--- src/rtl/cfp_pkg.sv ---
package cfp_pkg;
  localparam int WORD_W = 16;
  localparam int LEN_W  = 12;
  localparam int ADDR_W = 24;
  localparam int CNT_W  = 16;

  localparam logic [3:0] OP_SCHECK = 4'h0;
  localparam logic [3:0] OP_READP  = 4'h2;
  localparam logic [3:0] OP_PROGP  = 4'h5;
  localparam logic [3:0] OP_QVER   = 4'hB;

  localparam logic [3:0] RS_PASS = 4'h1;
  localparam logic [3:0] RS_FAIL = 4'h2;
  localparam logic [3:0] RS_NACK = 4'h3;

  localparam logic [7:0] QE_NONE    = 8'h00;
  localparam logic [7:0] QE_COUNT   = 8'h01;
  localparam logic [7:0] QE_MEM     = 8'h02;
  localparam logic [7:0] QE_ILLEGAL = 8'h03;

  localparam logic [WORD_W-1:0] RSP_LEN = 16'h0002;

  typedef enum logic [2:0] {
    S_HDR, S_BODY, S_REQ, S_RSP0, S_RSP1
  } fsm_e;
endpackage

--- src/rtl/cfp_hdr_decode.sv ---
module cfp_hdr_decode
  import cfp_pkg::*;
#(
  parameter int ROW_WORDS = 48
) (
  input  logic [WORD_W-1:0] hdr_i,
  output logic [3:0]        op_o,
  output logic [LEN_W-1:0]  len_o,
  output logic              legal_o
);
  localparam logic [LEN_W-1:0] LEN_ONE  = LEN_W'(1);
  localparam logic [LEN_W-1:0] LEN_READ = LEN_W'(4);
  localparam logic [LEN_W-1:0] LEN_PROG = LEN_W'(3 + ROW_WORDS);

  logic [LEN_W-1:0] want_len;
  logic             known;

  assign op_o  = hdr_i[15:12];
  assign len_o = hdr_i[LEN_W-1:0];

  always_comb begin
    known    = 1'b1;
    want_len = LEN_ONE;
    case (op_o)
      OP_SCHECK: want_len = LEN_ONE;
      OP_QVER:   want_len = LEN_ONE;
      OP_READP:  want_len = LEN_READ;
      OP_PROGP:  want_len = LEN_PROG;
      default:   known = 1'b0;
    endcase
  end

  assign legal_o = known && (len_o == want_len);
endmodule

--- src/rtl/cfp_field_capture.sv ---
module cfp_field_capture
  import cfp_pkg::*;
#(
  parameter int ROW_WORDS = 48,
  localparam int WIDX_W = $clog2(ROW_WORDS)
) (
  input  logic              clk_i,
  input  logic              rst_ni,
  input  logic              take_i,
  input  logic [3:0]        op_i,
  input  logic [LEN_W-1:0]  idx_i,
  input  logic [WORD_W-1:0] word_i,
  output logic [CNT_W-1:0]  count_o,
  output logic [ADDR_W-1:0] addr_o,
  output logic              wvalid_o,
  output logic [WORD_W-1:0] wdata_o,
  output logic [WIDX_W-1:0] widx_o
);
  // body word positions of the address halves per opcode
  logic [LEN_W-1:0] msb_pos, lsw_pos;

  always_comb begin
    if (op_i == OP_READP) begin
      msb_pos = LEN_W'(2);
      lsw_pos = LEN_W'(3);
    end else begin
      msb_pos = LEN_W'(1);
      lsw_pos = LEN_W'(2);
    end
  end

  always_ff @(posedge clk_i or negedge rst_ni) begin
    if (!rst_ni) begin
      count_o  <= '0;
      addr_o   <= '0;
      wvalid_o <= 1'b0;
      wdata_o  <= '0;
      widx_o   <= '0;
    end else begin
      wvalid_o <= 1'b0;
      if (take_i) begin
        if (op_i == OP_READP && idx_i == LEN_W'(1)) count_o <= word_i;
        if (idx_i == msb_pos) addr_o[23:16] <= word_i[7:0];
        if (idx_i == lsw_pos) addr_o[15:0]  <= word_i;
        if (op_i == OP_PROGP && idx_i >= LEN_W'(3)) begin
          wvalid_o <= 1'b1;
          wdata_o  <= word_i;
          widx_o   <= WIDX_W'(idx_i - LEN_W'(3));
        end
      end
    end
  end
endmodule

--- src/rtl/cfp_rsp_builder.sv ---
module cfp_rsp_builder
  import cfp_pkg::*;
(
  input  fsm_e              state_i,
  input  logic [3:0]        status_i,
  input  logic [3:0]        op_i,
  input  logic [7:0]        qe_i,
  output logic              valid_o,
  output logic [WORD_W-1:0] word_o,
  output logic              last_o
);
  always_comb begin
    valid_o = 1'b0;
    last_o  = 1'b0;
    word_o  = '0;
    case (state_i)
      S_RSP0: begin
        valid_o = 1'b1;
        word_o  = {status_i, op_i, qe_i};
      end
      S_RSP1: begin
        valid_o = 1'b1;
        last_o  = 1'b1;
        word_o  = RSP_LEN;
      end
      default: ;
    endcase
  end
endmodule

--- src/rtl/cfp_parser.sv ---
module cfp_parser
  import cfp_pkg::*;
#(
  parameter logic [7:0] VERSION   = 8'h15,
  parameter int         ROW_WORDS = 48,
  parameter int         MAX_READ  = 32768,
  localparam int        WIDX_W    = $clog2(ROW_WORDS)
) (
  input  logic              clk_i,
  input  logic              rst_ni,
  input  logic              word_valid_i,
  input  logic [15:0]       word_i,
  output logic              ready_o,
  output logic              mem_req_o,
  output logic              mem_op_o,
  output logic [23:0]       mem_addr_o,
  output logic [15:0]       mem_count_o,
  output logic              mem_wvalid_o,
  output logic [15:0]       mem_wdata_o,
  output logic [WIDX_W-1:0] mem_widx_o,
  input  logic              mem_done_i,
  input  logic              mem_ok_i,
  output logic              rsp_valid_o,
  output logic [15:0]       rsp_word_o,
  output logic              rsp_last_o
);
  localparam int ROW_INSTR = (ROW_WORDS * 2) / 3;

  fsm_e             state_q;
  logic [3:0]       op_q, status_q;
  logic [LEN_W-1:0] len_q, idx_q;
  logic [7:0]       qe_q;

  logic [3:0]       dec_op;
  logic [LEN_W-1:0] dec_len;
  logic             dec_legal;
  logic [CNT_W-1:0] cap_count;
  logic             body_take, body_last, count_bad;

  cfp_hdr_decode #(.ROW_WORDS(ROW_WORDS)) u_dec (
    .hdr_i   (word_i),
    .op_o    (dec_op),
    .len_o   (dec_len),
    .legal_o (dec_legal)
  );

  assign ready_o   = (state_q == S_HDR) || (state_q == S_BODY);
  assign body_take = (state_q == S_BODY) && word_valid_i;
  assign body_last = (idx_q == len_q - LEN_W'(1));
  assign count_bad = (cap_count == '0) || (32'(cap_count) > MAX_READ);

  cfp_field_capture #(.ROW_WORDS(ROW_WORDS)) u_cap (
    .clk_i    (clk_i),
    .rst_ni   (rst_ni),
    .take_i   (body_take),
    .op_i     (op_q),
    .idx_i    (idx_q),
    .word_i   (word_i),
    .count_o  (cap_count),
    .addr_o   (mem_addr_o),
    .wvalid_o (mem_wvalid_o),
    .wdata_o  (mem_wdata_o),
    .widx_o   (mem_widx_o)
  );

  always_ff @(posedge clk_i or negedge rst_ni) begin
    if (!rst_ni) begin
      state_q  <= S_HDR;
      op_q     <= '0;
      len_q    <= '0;
      idx_q    <= '0;
      status_q <= '0;
      qe_q     <= '0;
    end else begin
      case (state_q)
        S_HDR: if (word_valid_i) begin
          op_q  <= dec_op;
          len_q <= dec_len;
          idx_q <= LEN_W'(1);
          if (!dec_legal) begin
            status_q <= RS_NACK;
            qe_q     <= QE_ILLEGAL;
            state_q  <= S_RSP0;
          end else if (dec_len == LEN_W'(1)) begin
            status_q <= RS_PASS;
            qe_q     <= (dec_op == OP_QVER) ? VERSION : QE_NONE;
            state_q  <= S_RSP0;
          end else begin
            state_q  <= S_BODY;
          end
        end
        S_BODY: if (word_valid_i) begin
          idx_q <= idx_q + LEN_W'(1);
          if (body_last) begin
            // read count was captured two words earlier
            if (op_q == OP_READP && count_bad) begin
              status_q <= RS_FAIL;
              qe_q     <= QE_COUNT;
              state_q  <= S_RSP0;
            end else begin
              state_q  <= S_REQ;
            end
          end
        end
        S_REQ: if (mem_done_i) begin
          status_q <= mem_ok_i ? RS_PASS : RS_FAIL;
          qe_q     <= mem_ok_i ? QE_NONE : QE_MEM;
          state_q  <= S_RSP0;
        end
        S_RSP0:  state_q <= S_RSP1;
        S_RSP1:  state_q <= S_HDR;
        default: state_q <= S_HDR;
      endcase
    end
  end

  assign mem_req_o   = (state_q == S_REQ);
  assign mem_op_o    = (op_q == OP_PROGP);
  assign mem_count_o = (op_q == OP_READP) ? cap_count : CNT_W'(ROW_INSTR);

  cfp_rsp_builder u_rsp (
    .state_i  (state_q),
    .status_i (status_q),
    .op_i     (op_q),
    .qe_i     (qe_q),
    .valid_o  (rsp_valid_o),
    .word_o   (rsp_word_o),
    .last_o   (rsp_last_o)
  );
endmodule

--- config.mk ---
export PLATFORM = sky130hd
export DESIGN_NAME = cfp_parser
export DESIGN_NICKNAME = d
export VERILOG_FILES = /design/src/rtl/cfp_pkg.sv /design/src/rtl/cfp_hdr_decode.sv /design/src/rtl/cfp_field_capture.sv /design/src/rtl/cfp_rsp_builder.sv /design/src/rtl/cfp_parser.sv
export SDC_FILE = /design/constraint.sdc
export NUM_CORES = 1
export LEC_CHECK = 0
export CORE_MARGIN = 1.5
export CORE_UTILIZATION = 45
export DETAILED_ROUTE_END_ITERATION = 10
export DONT_BUFFER_PORTS = 1
export GPL_TIMING_DRIVEN = 0
export PLACE_DENSITY = 0.59
export SLEW_MARGIN = 25
export SYNTH_ARGS = -nofsm -noshare
export SYNTH_HDL_FRONTEND = slang
export SYNTH_HIERARCHICAL = 1
export SYNTH_SLANG_ARGS = --single-unit
--- constraint.sdc ---
create_clock -name clk_i -period 2.3 [get_ports clk_i]
set_input_delay 0.46 -clock clk_i [delete_from_list [all_inputs] [get_ports clk_i]]
set_output_delay 0.46 -clock clk_i [all_outputs]
set_load 0.02 [all_outputs]
# After elaboration in Yosys (flattened, before gate mapping)
# Cells that the tools add are included.
totals:
  mem_bits_rw: 0
  latchBits: 0
  memories: 0
  rom_bits: 0
  elab_cells: 100
  output_inout_bits: 84
  inputBits: 21
  regBits: 106
classes:
  bitwise: 0
  n_lt_le_gt_ge: 2
  n_div: 0
  add_sub_neg: 3
  reduce_logical: 22
  n_eq_ne: 21
  mux: 40
  multipliers: 0
  shifts: 0
op_table:
  columns: ["operator", "count"]
  rows:
  - ["$mux 8", 7]
  - ["$pmux 16 s2", 1]
  - ["$mux 4", 7]
  - ["$eq 12x1->1 const B", 2]
  - ["$eq 12x2->1", 2]
  - ["$mux 12", 2]
  - ["$pmux 12 s2", 1]
  - ["$pmux 8 s3", 1]
  - ["$gt 16x16->1 const B", 1]
  - ["$logic_not 16->1", 1]
  - ["$mux 16", 1]
  - ["$add 12x1->12 const B", 1]
  - ["$eq 12x12->1", 1]
  - ["$eq 12x6->1", 1]
  - ["$ge 12x2->1 const B", 1]
  - ["$mux 3", 4]
  - ["$pmux 3 s4", 1]
  - ["$pmux 4 s3", 1]
  - ["$pmux 6 s2", 1]
  - ["$sub 12x1->12 const B", 1]
  - ["$mux 2", 5]
  - ["$reduce_and 2->1", 5]
  - ["$eq 4x2->1 const B", 2]
  - ["$eq 4x3->1 const B", 2]
  - ["21 further kinds", 36]

# Longest topological paths before layout
# Gate-level depths: netlist (run 1).
logic_depth:
  depth_word: 7
  depth_mapped: 9
  ltp_nobuf: 9

# Hierarchy
# The synthesis (run 1) kept the hierarchy.
by_module_without_submodules:
  columns: ["mod", "n_inst", "cells_per_inst", "seq_area_each_um2", "area_per_inst_um2"]
  rows:
  - ["cfp_field_capture", 1, 164, 1576.5, 2611.3]
  - ["cfp_parser", 1, 235, 900.9, 2250.9]
  - ["cfp_hdr_decode", 1, 30, 0.0, 217.7]
  - ["cfp_rsp_builder", 1, 21, 0.0, 182.7]

# Least setup slack after synthesis (run 1)
# OpenSTA, ideal clock, no wires.
synth_path:
  path_type: "register to register"
  from: "register len_q[0]"
  to: "register status_q[0]"
  path_stages_with_launch: 9
  setup_time_ns: 0.152
  synth_period_minus_slack_ns: 2.510
  slack_ns: -0.210
  t_arrival_ns: 2.359
  required_ns: 2.148
  path_cell_list: "dfrtp_1 -> inv_1 -> ha_1 -> or4b_4 -> or4_1 -> o311ai_1 -> o211ai_4 -> nor4b_4 -> o221ai_1"
synth_via:
  elab_chain_len: 4
synth_lines:
  columns: ["element", "line_no", "text"]
  rows:
  - ["start: declaration", "cfp_parser.sv:31", "logic [LEN_W-1:0] len_q, idx_q;"]
  - ["start signal: assignment", "cfp_parser.sv:78", "len_q <= dec_len;"]
  - ["$sub 12x1->12", "cfp_parser.sv:49", "assign body_last = (idx_q == len_q - LEN_W'(1));"]
  - ["$eq 12x12->1", "cfp_parser.sv:49", null]
  - ["$ne 2x2->1 (no source line)", null, null]
  - ["$reduce_and 7->1 (no source line)", null, null]
  - ["end signal: assignment", "cfp_parser.sv:106", "status_q <= mem_ok_i ? RS_PASS : RS_FAIL;"]
  - ["end: declaration", "cfp_parser.sv:30", "logic [3:0] op_q, status_q;"]
# No other way between the ends.
# A chain may end at the register's enable or synchronous reset.

# Worst setup path after layout (run 1)
# Same ends and word-level chain as after synthesis.

==> reports/metrics.csv, run 1 <==
stage;metric;value;unit
timing;minimum clock period;2.398;ns
timing;Slew Limit Fails;0;
cts;Num Clock Sinks;99;
pwr;pwr dens;1319;nW/µm²
global_routing;met3 Use GR;0.05850;
layout;Sequential Area;2480;µm²
die;Vert. Die Dim;111.1;µm
global_routing;met2 Track Usage GR;0.3136;
logic_synthesis;syn avg cell area;11.69;µm²
drt;Initial DRC Count;100;
die;die area;12350;µm²
drt;Final ANT Viol Nets;0;
drt;Via Count;3544;
die;row cnt;39;
pwr;LEAKAGE;2.693;nW
logic_synthesis;top_reg_cell synth;dfrtp_1;
logic_synthesis;Seq/Total Area, Yosys;0.4708;
layout;area delta synth->final;15.29;%
cts;Worst-Skew Late Latency;0.35;ns
placed_design;Placer Congestion;0.8109;
logic_synthesis;Syn Std Cell Area;5263;µm²
critical_path;arrival time worst endpoint;2.61;ns
global_routing;most used routing layer;met2;
timing;Final setup viols;7;
global_routing;GRT met1 Usage;0.2770;
critical_path;Crit Path Max Fanout;4;
pwr;Final Power;8.005;mW
critical_path;Worst setup EP type;flip-flop;
die;initial core utilization;0.4609;
run;maxcap violations;0;
critical_path;critical path type;reg2reg;
outcome;violated checks;negative hold slack, negative setup slack;
drt;Avg WL per Cell;19.76;µm
drt;DR vias/cell;5.689;
layout;Multi-input gate area;2731;µm²
cts;Root Buffer;clkbuf_16;
die;placeable core area;11420;µm²
cts;clock buffer depth;2;
global_routing;largest net degree at the start of global routing;100;
logic_synthesis;EDFF count, synth;0;
timing;clock skew;0.007494;ns
cts;CTS tree;built;
logic_synthesis;Seq cells post-synth;99;
die;Die X;111.1;µm
timing;final hold violation count;99;
critical_path;Startpoint Class;flip-flop;
timing;relative slew slack;0.4903;
global_routing;GRT Overall Usage;0.2054;
placed_design;Port Buffers;0;
layout;final-stage net count;500;
cts;H-tree levels;3;
timing;Slew @ Worst Pin;0.7537;ns
placed_design;HPWL Detailed;8468;µm
logic_synthesis;synth unique cells;65;
outcome;outcome;finished, violations left;
layout;final core occ;0.5313;
min_path;worst hold path type;in2async;
timing;maximum clock frequency;417.1;MHz
drt;DR pass1 iterations;4;
logic_synthesis;Mapped Cells;450;
placed_design;pre-CTS WS;-0.6093;ns
drt;DRC;0;
global_routing;grt ovf;0;
drt;final WL;12310;µm
timing;setup ws final;-0.09778;ns
layout;fillers;1015;
timing;fin crit share;1.043;
timing;unrepaired setup endpoints after global routing;yes;
critical_path;Req. time, crit path;2.51;ns
layout;share of cells above drive strength 1;0.3875;
die;I/O pins;105;
global_routing;initial antenna violation count;0;
timing;Hold WS;-0.2024;ns
logic_synthesis;Post-synth ARST share;1.000;
logic_synthesis;number of synthesis warnings;6;
global_routing;vias in the first global route;3572;
global_routing;first-pass GRT wire length;19720;µm
layout;diodes inserted;0;
pwr;Max VDD drop;0.9430;mV
cts;Reg clk slew, reported paths;0.07;ns
cts;Inserted Clock Buffers;9;
-- report_power, final --
part	internal (mW)	total [mW]	switching [mW]
clock network	0.850	1.51	0.665
logic	1.51	2.92	1.41
registers	2.41	3.57	1.16
-- synthesized netlist by cell type (all sizes together) (6+ instances only) --
master | instances | area [µm²]
and2 | 31 | 225.2
inv | 11 | 41.29
clkbuf | 9 | 33.78
nand3 | 8 | 40.04
nor4 | 13 | 81.33
dfrtp | 99 | 2477
mux2 | 73 | 859.6
nor4b | 6 | 82.58
xor2 | 14 | 122.6
and3 | 6 | 38.79
nor2 | 23 | 86.33
nor3 | 12 | 60.06
a21oi | 6 | 30.03
xnor2 | 13 | 113.9
buf | 25 | 216.5
nand2 | 17 | 63.81
o21ai | 9 | 45.04
-- metal layers --
metal | part of all wire | wire length [µm] | vias up
li1 | - | - | 1636
met1 | 0.45 | 5534 | 1802
met2 | 0.47 | 5774 | 92
met3 | 0.066 | 809 | 14
met4 | 0.016 | 193 | 0
met5 | 0 | 0 | -
-- state kept, by name (all words and copies together), names as in the netlist --
name,count
u_cap/wvalid_o,1
len_q,12
u_cap/wdata_o,16
idx_q,12
qe_q,3
u_cap/addr_o,24
u_cap/widx_o,6
op_q,4
u_cap/count_o,16
state_q,3
status_q,2
-- what timing repair did --
action,CTS,global route
pin swaps,10,8
setup buffers,8,3
resized for setup,25,20
endpoints found under the setup margin,110,44
hold endpoints to repair,99,99
-- metrics by stage --
| step | area [µm²] | hold slack (ns) | TNS [ns] | cells |
|---|---|---|---|---|
| finish | 6067 | -0.2024 | -0.4293 | 623 |
| global route | 6067 | -0.2076 | -1.101 | 623 |
| CTS | 5953 | -0.2082 | -0.8391 | 620 |
| detailed placement | 5508 | 0.1678 | -29.10 | 598 |
| global placement | 5495 | 0.1676 | -32.88 | 598 |
| floorplan | 5316 | 0.1644 | -0.1331 | 455 |
-- cell usage in the layout (no fill, tap or decap), drive strengths merged, types with 8 or more instances in the layout --
cell type	n
xor2	14
xnor2	13
o21ai	9
mux2	73
nor2	23
buf	37
inv	12
and2	31
nand2	17
dfrtp	99
clkbuf	17
nor4	13
nor3	12
nand3	8
-- final timing paths --
path	end	start	slack [ns]	cells past startpoint
min in group clk_i	u_cap/count_o[3]	word_i[3]	0.25	1
setup / recovery	status_q[0]	len_q[0]	-0.1	8
hold / removal	state_q[2]	rst_ni	-0.20	0
max in group asynchronous	len_q[7]	rst_ni	2.34	0
hold reg to reg	u_cap/count_o[3]	u_cap/count_o[3]	0.54	1
setup reg to reg	status_q[0]	len_q[0]	-0.1	8
-- cell type report --
class                      instances  area share
clock inverter                     5     0.01031
tap                              143     0.02949
buffer                            32     0.04186
sequential                        99      0.4087
multi-input combinational        311      0.4502
inverter                          11    0.006806
clock buffer                      11     0.03836
timing repair buffer              11     0.01423
-- critical path, stage by stage (launching register included) --
cell	delay, ns
dfrtp_1	0.39
inv_2	0.09
ha_4	0.13
or4b_4	0.49
or4_4	0.45
o311ai_4	0.09
o211ai_4	0.14
nor4b_4	0.32
o221ai_1	0.15
-- kinds of logic after synthesis --
logic type,synth area share
compound gates,0.05754
other cells,0.0007126
xor+xnor,0.04494
flops,0.4708
mux,0.1709
fa+ha+maj,0.009511
simple gates,0.1902
buf+inv,0.05540
Power figures use the tool's default switching activity.
==> inputs of run 2 (changes only) <==
--- a/config.mk
+++ b/config.mk
@@ -6,11 +6,11 @@
 export NUM_CORES = 1
 export LEC_CHECK = 0
 export CORE_MARGIN = 1.5
-export CORE_UTILIZATION = 45
+export CORE_UTILIZATION = 58
 export DETAILED_ROUTE_END_ITERATION = 10
 export DONT_BUFFER_PORTS = 1
 export GPL_TIMING_DRIVEN = 0
-export PLACE_DENSITY = 0.59
+export PLACE_DENSITY = 0.73
 export SLEW_MARGIN = 25
 export SYNTH_ARGS = -nofsm -noshare
 export SYNTH_HDL_FRONTEND = slang
==> reports/metrics.csv, run 2 (synthesized netlist as in run 1, its figures left out) <==
stage;metric;value;unit;change
drt;final WL;11780;µm;was 12310 µm
cts;Inserted Clock Buffers;9;;unchanged
layout;max FFs per register;24;;unchanged
timing;Slew @ Worst Pin;0.8948;ns;was 0.7537 ns
critical_path;R2R cell count;9;;was 8
drt;Final ANT Viol Nets;0;;unchanged
cts;Root Buffer;clkbuf_8;;was clkbuf_16
critical_path;flop-to-flop setup slack;-0.18;ns;was -0.1 ns
timing;unrepaired setup endpoints after global routing;yes;;unchanged
timing;maximum clock frequency;403.0;MHz;was 417.1 MHz
placed_design;Placer Congestion;0.8502;;was 0.8109
timing;Final TNS setup;-0.9631;ns;was -0.4293 ns
die;Die X;98.26;µm;was 111.1 µm
placed_design;HPWL Detailed;8144;µm;was 8468 µm
critical_path;Worst setup EP type;flip-flop;;unchanged
cts;clock buffer depth;2;;unchanged
cts;H-tree levels;3;;unchanged
global_routing;largest net degree at the start of global routing;100;;unchanged
timing;Final setup viols;17;;was 7
drt;Via Count;3558;;was 3544
timing;clock skew;0.01088;ns;was 0.007494 ns
critical_path;Crit Reg-Reg Startpoint;len_q[1];;was len_q[0]
layout;final-stage net count;502;;was 500
global_routing;vias in the first global route;3596;;was 3572
layout;diodes inserted;0;;unchanged
drt;Initial DRC Count;129;;was 100
global_routing;GRT Overall Usage;0.2536;;was 0.2054
drt;DR pass1 iterations;4;;unchanged
global_routing;grt ovf;0;;unchanged
layout;Multi-input gate area;2719;µm²;was 2731 µm²
layout;commonest non-fill, non-tap cell in the layout;dfrtp_1;;unchanged
drt;Avg WL per Cell;19.97;µm;was 19.76 µm
die;I/O pins;105;;unchanged
cts;Reg clk slew, reported paths;0.10;ns;was 0.07 ns
outcome;violated checks;negative hold slack, negative setup slack;;unchanged
timing;fin crit share;1.079;;was 1.043
critical_path;critical path type;reg2reg;;unchanged
layout;Sequential Area;2480;µm²;unchanged
layout;commonest non-fill, non-tap cells in the layout;97 x dfrtp_1, 63 x mux2_2, 30 x buf_4;;unchanged
placed_design;Port Buffers;0;;unchanged
critical_path;Startpoint Class;flip-flop;;unchanged
layout;area delta synth->final;12.46;%;was 15.29%
run;maxcap violations;0;;unchanged
timing;Slew Limit Fails;0;;unchanged
critical_path;arrival time worst endpoint;2.79;ns;was 2.61 ns
die;die area;9654;µm²;was 12350 µm²
pwr;LEAKAGE;2.681;nW;was 2.693 nW
pwr;pwr dens;1272;nW/µm²;was 1319 nW/µm²
timing;setup ws final;-0.1814;ns;was -0.09778 ns
drt;DR vias/cell;6.031;;was 5.689
timing;minimum clock period;2.481;ns;was 2.398 ns
global_routing;first-pass GRT wire length;19210;µm;was 19720 µm
die;placeable core area;8763;µm²;was 11420 µm²
global_routing;initial antenna violation count;0;;unchanged
die;initial core utilization;0.6005;;was 0.4609
layout;share of cells above drive strength 1;0.4066;;was 0.3875
layout;biggest regs;u_cap/addr_o: 24 flops, u_cap/count_o: 16 flops, u_cap/wdata_o: 16 flops;;unchanged
layout;fillers;697;;was 1015
critical_path;Req. time, crit path;2.61;ns;was 2.51 ns
critical_path;Reg-to-Reg End;status_q[1];;was status_q[0]
timing;relative slew slack;0.3953;;was 0.4903
cts;Num Clock Sinks;99;;unchanged
cts;Worst-Skew Late Latency;0.37;ns;was 0.35 ns
die;Vert. Die Dim;98.26;µm;was 111.1 µm
timing;final hold violation count;99;;unchanged
placed_design;pre-CTS WS;-0.5811;ns;was -0.6093 ns
die;row cnt;34;;was 39
layout;final core occ;0.6753;;was 0.5313
min_path;worst hold path type;in2async;;unchanged
cts;CTS tree;built;;unchanged
critical_path;CP Launch Point;len_q[1];;was len_q[0]
pwr;Max VDD drop;0.6707;mV;was 0.9430 mV
layout;Reg with most FFs;u_cap/addr_o;;unchanged
timing;Hold WS;-0.2196;ns;was -0.2024 ns
drt;DRC;0;;unchanged
outcome;outcome;finished, violations left;;unchanged
critical_path;Crit Path Max Fanout;5;;was 4
-- run 2: through the flow --
step | hold slack (ns) | instances | power (mW) | area [µm²]
6_report | -0.2196 | 590 | 7.527 | 5918
4_1_cts | -0.2359 | 587 | 7.484 | 5848
3_3_place_gp | 0.1666 | 563 | 6.008 | 5451
5_1_grt | -0.2396 | 590 | 7.987 | 5918
2_1_floorplan | 0.1644 | 455 | 5.545 | 5316
3_5_place_dp | 0.1672 | 564 | 6.140 | 5463
-- run 2: repair_timing --
item	in CTS	in global routing
resized for setup	42	11
endpoints found under the hold margin	99	99
buffers inserted	9	3
pin swaps	6	4
endpoints found under the setup margin	104	55
-- run 2: worst max path at each step --
| stage | end | slack (ns) | depth (start not counted) |
|---|---|---|---|
| after floorplan | status_q[0] | -0.06 | 8 |
| after global placement | mem_count_o[11] | -0.54 | 3 |
| after detailed placement | len_q[2] | -0.58 | 5 |
| after CTS | status_q[0] | -0.18 | 8 |
| after global routing | status_q[1] | -0.25 | 9 |
| final | status_q[1] | -0.18 | 9 |
-- run 2: where the power goes --
| part | switching, mW | total [mW] | internal [mW] |
|---|---|---|---|
| clock | 0.655 | 1.08 | 0.422 |
| sequential | 1.16 | 3.56 | 2.40 |
| combinational | 1.40 | 2.89 | 1.50 |
-- run 2: area by class of cell --
| type | count | share of cell area |
|---|---|---|
| plain buffers | 32 | 0.04271 |
| clock buffers | 10 | 0.02156 |
| clock inverters | 6 | 0.009725 |
| inverters | 11 | 0.006977 |
| multi-input cells | 311 | 0.4594 |
| flip-flops and latches | 99 | 0.4190 |
| well taps | 108 | 0.02283 |
| repair buffers | 13 | 0.01776 |
-- run 2: layer usage --
| metal | vias to the layer above | GRT usage | wire, µm |
|---|---|---|---|
| li1 | 1639 | - | - |
| met5 | - | 0 | 0 |
| met4 | 0 | 0.07259 | 157 |
| met3 | 13 | 0.06586 | 724 |
| met2 | 109 | 0.4133 | 5830 |
| met1 | 1797 | 0.3379 | 5069 |
-- run 2: worst max-delay path: stages, from the launching register on --
cell and delay (ns):
dfrtp_1 0.41, inv_2 0.09, ha_4 0.13, or4b_4 0.50, or4_4 0.45, o311ai_4 0.09, o211ai_4 0.14, nor4b_4 0.35
buf_4 0.18, o31a_1 0.10
